$ cat src/rtl/blink_pkg.sv
package blink_pkg;

    localparam int FIELD_CNT_W = 6;

    typedef enum logic [1:0] {
        DUTY_NONE = 2'b00,
        DUTY_QTR  = 2'b01,
        DUTY_HALF = 2'b10,
        DUTY_3QTR = 2'b11
    } duty_e;

    typedef struct packed {
        logic  short_period;
        duty_e duty;
    } blink_cfg_t;

    function automatic blink_cfg_t decode_ctrl(input logic [2:0] code);
        blink_cfg_t c;
        c.short_period = code[2];
        c.duty         = duty_e'(code[1:0]);
        return c;
    endfunction

endpackage

$ cat src/rtl/blink_field_counter.sv
module blink_field_counter #(
    parameter int CNT_W = blink_pkg::FIELD_CNT_W
) (
    input  logic             clk,
    input  logic             rst,
    input  logic             vsync,
    output logic             vs_rise,
    output logic [CNT_W-1:0] count
);
    logic vs_q;

    assign vs_rise = vsync & ~vs_q;

    always_ff @(posedge clk) begin
        if (rst) begin
            vs_q  <= 1'b0;
            count <= '0;
        end else begin
            vs_q <= vsync;
            if (vs_rise) begin
                count <= count + 1'b1;
            end
        end
    end
endmodule

$ cat src/rtl/blink_phase_cmp.sv
module blink_phase_cmp
    import blink_pkg::*;
#(
    parameter int CNT_W = FIELD_CNT_W
) (
    input  blink_cfg_t       cfg,
    input  logic [CNT_W-1:0] count,
    output logic             off
);
    localparam logic [CNT_W:0]   FULL_PER  = (CNT_W+1)'(1) << CNT_W;
    localparam logic [CNT_W:0]   SHORT_PER = (CNT_W+1)'(1) << (CNT_W-1);
    localparam logic [CNT_W-1:0] LOW_MASK  = {1'b0, {(CNT_W-1){1'b1}}};

    logic [CNT_W:0]   period;
    logic [CNT_W:0]   limit;
    logic [CNT_W-1:0] view;

    always_comb begin
        period = cfg.short_period ? SHORT_PER : FULL_PER;
        view   = cfg.short_period ? (count & LOW_MASK) : count;
        unique case (cfg.duty)
            DUTY_QTR:  limit = period >> 2;
            DUTY_HALF: limit = period >> 1;
            DUTY_3QTR: limit = (period >> 1) + (period >> 2);
            default:   limit = '0;
        endcase
        off = (cfg.duty != DUTY_NONE) && ({1'b0, view} < limit);
    end
endmodule

$ cat src/rtl/blink_pixel_gate.sv
module blink_pixel_gate (
    input  logic off,
    input  logic cell_blink,
    input  logic fg_pixel,
    output logic fg_out
);
    always_comb begin
        fg_out = fg_pixel & ~(cell_blink & off);
    end
endmodule

$ cat src/rtl/char_blink_gen.sv
module char_blink_gen
    import blink_pkg::*;
#(
    parameter int CNT_W = FIELD_CNT_W
) (
    input  logic       clk,
    input  logic       rst,
    input  logic       vsync,
    input  logic [2:0] blink_ctrl,
    input  logic       cell_blink,
    input  logic       fg_pixel,
    output logic       fg_out,
    output logic       blink_off
);
    logic [CNT_W-1:0] field_cnt;
    logic             vs_rise;
    blink_cfg_t       cfg;

    assign cfg = decode_ctrl(blink_ctrl);

    blink_field_counter #(.CNT_W(CNT_W)) cnt_i (
        .clk     (clk),
        .rst     (rst),
        .vsync   (vsync),
        .vs_rise (vs_rise),
        .count   (field_cnt)
    );

    blink_phase_cmp #(.CNT_W(CNT_W)) cmp_i (
        .cfg   (cfg),
        .count (field_cnt),
        .off   (blink_off)
    );

    blink_pixel_gate gate_i (
        .off        (blink_off),
        .cell_blink (cell_blink),
        .fg_pixel   (fg_pixel),
        .fg_out     (fg_out)
    );
endmodule

$ cat config.mk
export PLATFORM = sky130hd
export DESIGN_NAME = char_blink_gen
export DESIGN_NICKNAME = d
export VERILOG_FILES = /design/src/rtl/blink_pkg.sv /design/src/rtl/blink_field_counter.sv /design/src/rtl/blink_phase_cmp.sv /design/src/rtl/blink_pixel_gate.sv /design/src/rtl/char_blink_gen.sv
export SDC_FILE = /design/constraint.sdc
export NUM_CORES = 1
export LEC_CHECK = 0
export ABC_AREA = 1
export BUFFER_PORTS_ARGS = -buffer_cell sky130_fd_sc_hd__buf_2
export CAP_MARGIN = 20
export CORE_AREA = 4 4 41 43
export DETAILED_ROUTE_END_ITERATION = 10
export DIE_AREA = 0 0 45 47
export GPL_TIMING_DRIVEN = 0
export HOLD_SLACK_MARGIN = 0.06
export SYNTH_ARGS = -nofsm -noshare
export SYNTH_HDL_FRONTEND = slang
export SYNTH_HIERARCHICAL = 1
export SYNTH_SLANG_ARGS = --single-unit
$ cat constraint.sdc
create_clock -name clk -period 0.9 [get_ports clk]
set_input_delay 0.09 -clock clk [delete_from_list [all_inputs] [get_ports clk]]
set_output_delay 0.09 -clock clk [all_outputs]
set_load 0.01 [all_outputs]
; After elaboration in Yosys (flattened, before gate mapping)
; Cells that the tools add are included.
; Widths: inputs -> output; s select.
[totals]
regBits = 7
inputBits = 8
output_inout_bits = 2
elab_cells = 18
[op_classes]
addsub = 2
n_lt_le_gt_ge = 1
eq_ne = 3
mux = 3
bitwise = 5
reduce_logical = 2
[op_table]
columns = cell, count
row1 = $pmux 7 s3, 1
row2 = $add 6x5->7, 1
row3 = $lt 6x7->1, 1
row4 = $mux 7, 1
row5 = $add 6x1->6 const B, 1
row6 = $mux 6, 1
row7 = $eq 2x2->1 const B, 2
row8 = $and 1x1->1, 3
row9 = $eq 2x1->1 const B, 1
row10 = $not 1->1, 2
row11 = $reduce_bool 2->1, 1
row12 = $logic_and 1x1->1, 1

; Logic depth before layout (Yosys ltp)
[depth]
depth_word = 8
mapped_depth = 6
mapped_depth_nobuf = 6

; Cells and area by module
; The synthesis kept the hierarchy.
[by_module_without_submodules]
columns = mod, n_inst, cells_per_inst, area_each_um2, seq_area_each_um2
row1 = blink_field_counter, 1, 43, 309.0, 140.1
row2 = blink_phase_cmp, 1, 14, 86.3, 0.0
row3 = blink_pixel_gate, 1, 2, 12.5, 0.0

; Worst setup path before layout
; Ideal clock, no wire load.
[synth_timing]
path_kind = register -> output
start = reg cnt_i.count[4]
end = out fg_out
t_arrival_ns = 1.002
required_time_ns = 0.810
setup_slack_ns = -0.192
stages_incl_launch_ff = 6
path_buffers = 0
path_cell_list = dfxtp_1 ha_1 nand2_1 nand2_1 a21oi_2 a21oi_2
[synth_via]
elab_chain_cells = 6
[synth_lines]
columns = item, line_no
row1 = from (decl), blink_field_counter.sv:8  ; output logic [CNT_W-1:0] count
row2 = from (signal assigned), blink_field_counter.sv:21  ; count <= count + 1'b1;
row3 = $mux 6, blink_phase_cmp.sv:20  ; view = cfg.short_period ? (count & LOW_MASK) : count;
row4 = $lt 6x7->1, blink_phase_cmp.sv:27  ; off = (cfg.duty != DUTY_NONE) && ({1'b0, view} < limit);
row5 = $logic_and 1x1->1, blink_phase_cmp.sv:27
row6 = named net blink_off, char_blink_gen.sv:13  ; output logic blink_off
row7 = $and 1x1->1, blink_pixel_gate.sv:8  ; fg_out = fg_pixel & ~(cell_blink & off);
row8 = $not 1->1, blink_pixel_gate.sv:8
row9 = $and 1x1->1, blink_pixel_gate.sv:8
row10 = to (decl), char_blink_gen.sv:12  ; output logic fg_out,
; The timed path passes the listed nets, and every way through them passes these cells.

; Worst setup path in the final report
[layout_timing]
start = reg cnt_i.count[4]
end = out fg_out
[layout_via]
elab_chain_cells = 6
[layout_lines]
columns = item, line_no
row1 = $mux 6, blink_phase_cmp.sv:20
row2 = $lt 6x7->1, blink_phase_cmp.sv:27
row3 = $logic_and 1x1->1, blink_phase_cmp.sv:27
row4 = $and 1x1->1, blink_pixel_gate.sv:8
row5 = $not 1->1, blink_pixel_gate.sv:8
row6 = $and 1x1->1, blink_pixel_gate.sv:8
; Every way passes these cells.

==> results.py <==
metrics = {
    "synth": {
        "netlist_area_um2": 408,
        "synth_nets": 70,
        "ys_seq_area_frac": 0.344,
        "syn_avg_cell_area_um2": 6.91,
        "ys_ff_latch": 7,
        "yosysUniqueCellTypes": 17,
        "synth_top_cell_by_area": "dfxtp_1",
        "yosysWarnings": 6,
        "synth.area.top_cells": "dfxtp_1 (34%), nor2_1 (12%), nand2_1 (10%), ha_1 (9.2%), inv_1 (8.3%)",
        "synth_top_area_frac": 0.344,
        "synthCells": 59,
    },
    "final_layout": {
        "layout_common_cells": "nor2_1 (10), buf_2 (9), nand2_1 (8)",
        "drive_gt1_frac": 0.564,
        "post-route-util": 0.522,
        "design_area_um2": 679,
        "syn2layout_area_growth_pct": 66.6,
        "final_cells": 93,
        "num_antenna_cells": 0,
        "nets": 90,
        "final_common_cell": "nor2_1",
    },
    "critical_path": {
        "critPathSlowestCell": "dfxtp_4",
        "crit_chain": "ha_4 > nand2_1 > nand2_2 > a21oi_4 > a21oi_2 > buf_2",
        "path_delay_family": "flip-flops",
        "cpPeakStageDelay_ns": 0.35,
        "cp.arrival_ns": 1.29,
        "cp_max_fo": 2,
        "path_buf_inv": 1,
        "critical_path.startpoint_type": "register",
        "crit_type": "register to output port",
        "crit_required_ns": 0.81,
        "cp-end-kind": "output port",
    },
    "status": {
        "violations": "setup timing",
        "outcome": "complete, but fails checks",
    },
    "place": {
        "place_congestion": 0.700,
        "postPlaceCellArea_um2": 510,
        "pre_cts_slack_ns": -0.410,
        "dp.cells": 83,
        "portBuffers": 9,
        "hpwl_um": 629,
    },
    "timing": {
        "max_freq_mhz": 724,
        "relSlewSlack": 0.849,
        "skew_ns": 0.00140,
        "setup-tns-final_ns": -1.06,
        "timing.final.ws_setup_ns": -0.482,
        "rsz0062_at_grt": "true",
        "final_max_slew_viol_count": 0,
        "min_period_ns": 1.38,
        "period_share": 1.54,
        "max_slew.worst_pin.slew_ns": 0.222,
        "finalSetupViolCount": 6,
        "hold_viol": 0,
    },
    "routing": {
        "wire_per_inst_um": 9.90,
        "drt_iter0_markers": 3,
        "avgViaCountPerCell": 4.45,
        "num_vias": 414,
        "drc": 0,
        "wirelength_um": 921,
        "firstDrtPassIters": 4,
        "postRouteAntennaNets": 0,
    },
    "cts": {
        "root_buffer": "clkbuf_4",
        "cts_tree": "yes",
        "clk_latency_ns": 0.26,
        "h-tree-depth": 1,
        "clk_pin_slew_ns": 0.05,
        "cts_buffers": 3,
        "cts_buffer_depth": 2,
        "clkSinkCount": 7,
    },
    "floorplanning": {
        "die_w_um": 45,
        "core_um2": 1300,
        "initial_core_util": 0.313,
        "num_rows": 13,
        "die_h_um": 47,
        "pin_count": 10,
        "dieArea_um2": 2120,
    },
    "grt": {
        "antenna_found_initial": 0,
        "grtUsageTotal": 0.107,
        "grt_pass1_wl_mm": 1.53,
        "grt_start_max_net_pins": 6,
        "overflow": 0,
        "grt_pass1_vias": 398,
    },
    "power": {
        "power.density_nw_per_um2": 1160,
        "p_leak_nw": 0.277,
        "ir_drop_v": 0.000792,
    },
    "flow_run": {
        "cap_viol_max_count": 0,
    },
    "hold_path": {
        "hold_path_class": "primary input to register",
    },
}
[cells by family after synthesis]
kind of cell             Yosys count  synth area share
AND/OR/NAND/NOR                   32             0.341
XOR/XNOR                           1            0.0215
flip-flops                         7             0.344
multiplexers                       1            0.0245
adder cells (fa/ha/maj)            3            0.0920
buffers and inverters             10            0.0920
AO/OA/AOI/OAI                      5            0.0859
[report_power, final]
part	internal [mW]	switching (mW)	leakage [nW]
clock network	0.170	0.125	0.0150
registers	0.319	0.0124	0.0594
logic	0.0763	0.0838	0.202
[Yosys cell counts]
cell type   n
a21oi_2     2
nand2_1    11
o21ai_0     1
nor2_1     13
dfxtp_1     7
nor2_4      1
o21bai_1    1
ha_1        3
nand2_2     1
nor2_2      1
inv_2       1
nand3_1     4
inv_1       9
mux2i_1     1
nor3_1      1
xor2_1      1
a21oi_1     1
[path summary, 6_finish.rpt]
path / startpoint / to / depth (start not counted) / slack (ns)
setup / recovery: cnt_i/count[4] / fg_out / 6 / -0.48
hold / removal: vsync / cnt_i/vs_q / 3 / 0.10
setup reg to reg: cnt_i/count[4] / cnt_i/count[5] / 7 / -0.10
hold reg to reg: cnt_i/count[1] / cnt_i/count[1] / 2 / 0.52
[flip-flops by register name, summed over array words and instances, names as in the netlist]
signal / cells
cnt_i/count: 6
cnt_i/vs_q: 1
[stage by stage]
| step | total power [mW] | hold slack, ns |
|---|---|---|
| 5_1_grt | 0.847 | 0.107 |
| 6_report | 0.787 | 0.101 |
| 4_1_cts | 0.799 | 0.0886 |
| 3_3_place_gp | 0.452 | 0.309 |
| 3_5_place_dp | 0.455 | 0.310 |
| 2_1_floorplan | 0.412 | 0.161 |
[cell type report]
type	count	area, µm²
fill	133	622
tap	15	18.8
inverter	10	37.5
timing repair buffer	15	100
multi-input combinational	42	347
sequential	7	150
clock buffer	4	26.3
[what timing repair did]
item	in CTS	in global routing
pin swaps	8	7
hold buffers	1	0
setup buffers	3	2
resized for setup	15	10
hold endpoints to repair	3	0
endpoints found under the setup margin	6	8
[worst reg2reg max path, stage by stage, from the launching register on]
cell	delay, ns
dfxtp_4	0.35
buf_4	0.10
buf_4	0.10
nand2_2	0.06
nor2_4	0.11
nand3_1	0.08
nand2_1	0.06
nor2_1	0.03
[routing by layer]
layer	GRT usage	up-vias	routed length, µm
li1	-	221	-
met5	0	-	0
met3	0.0460	4	33
met1	0.109	185	381
met4	0.0877	0	26
met2	0.169	4	479
(Power assumes the default switching activity.)
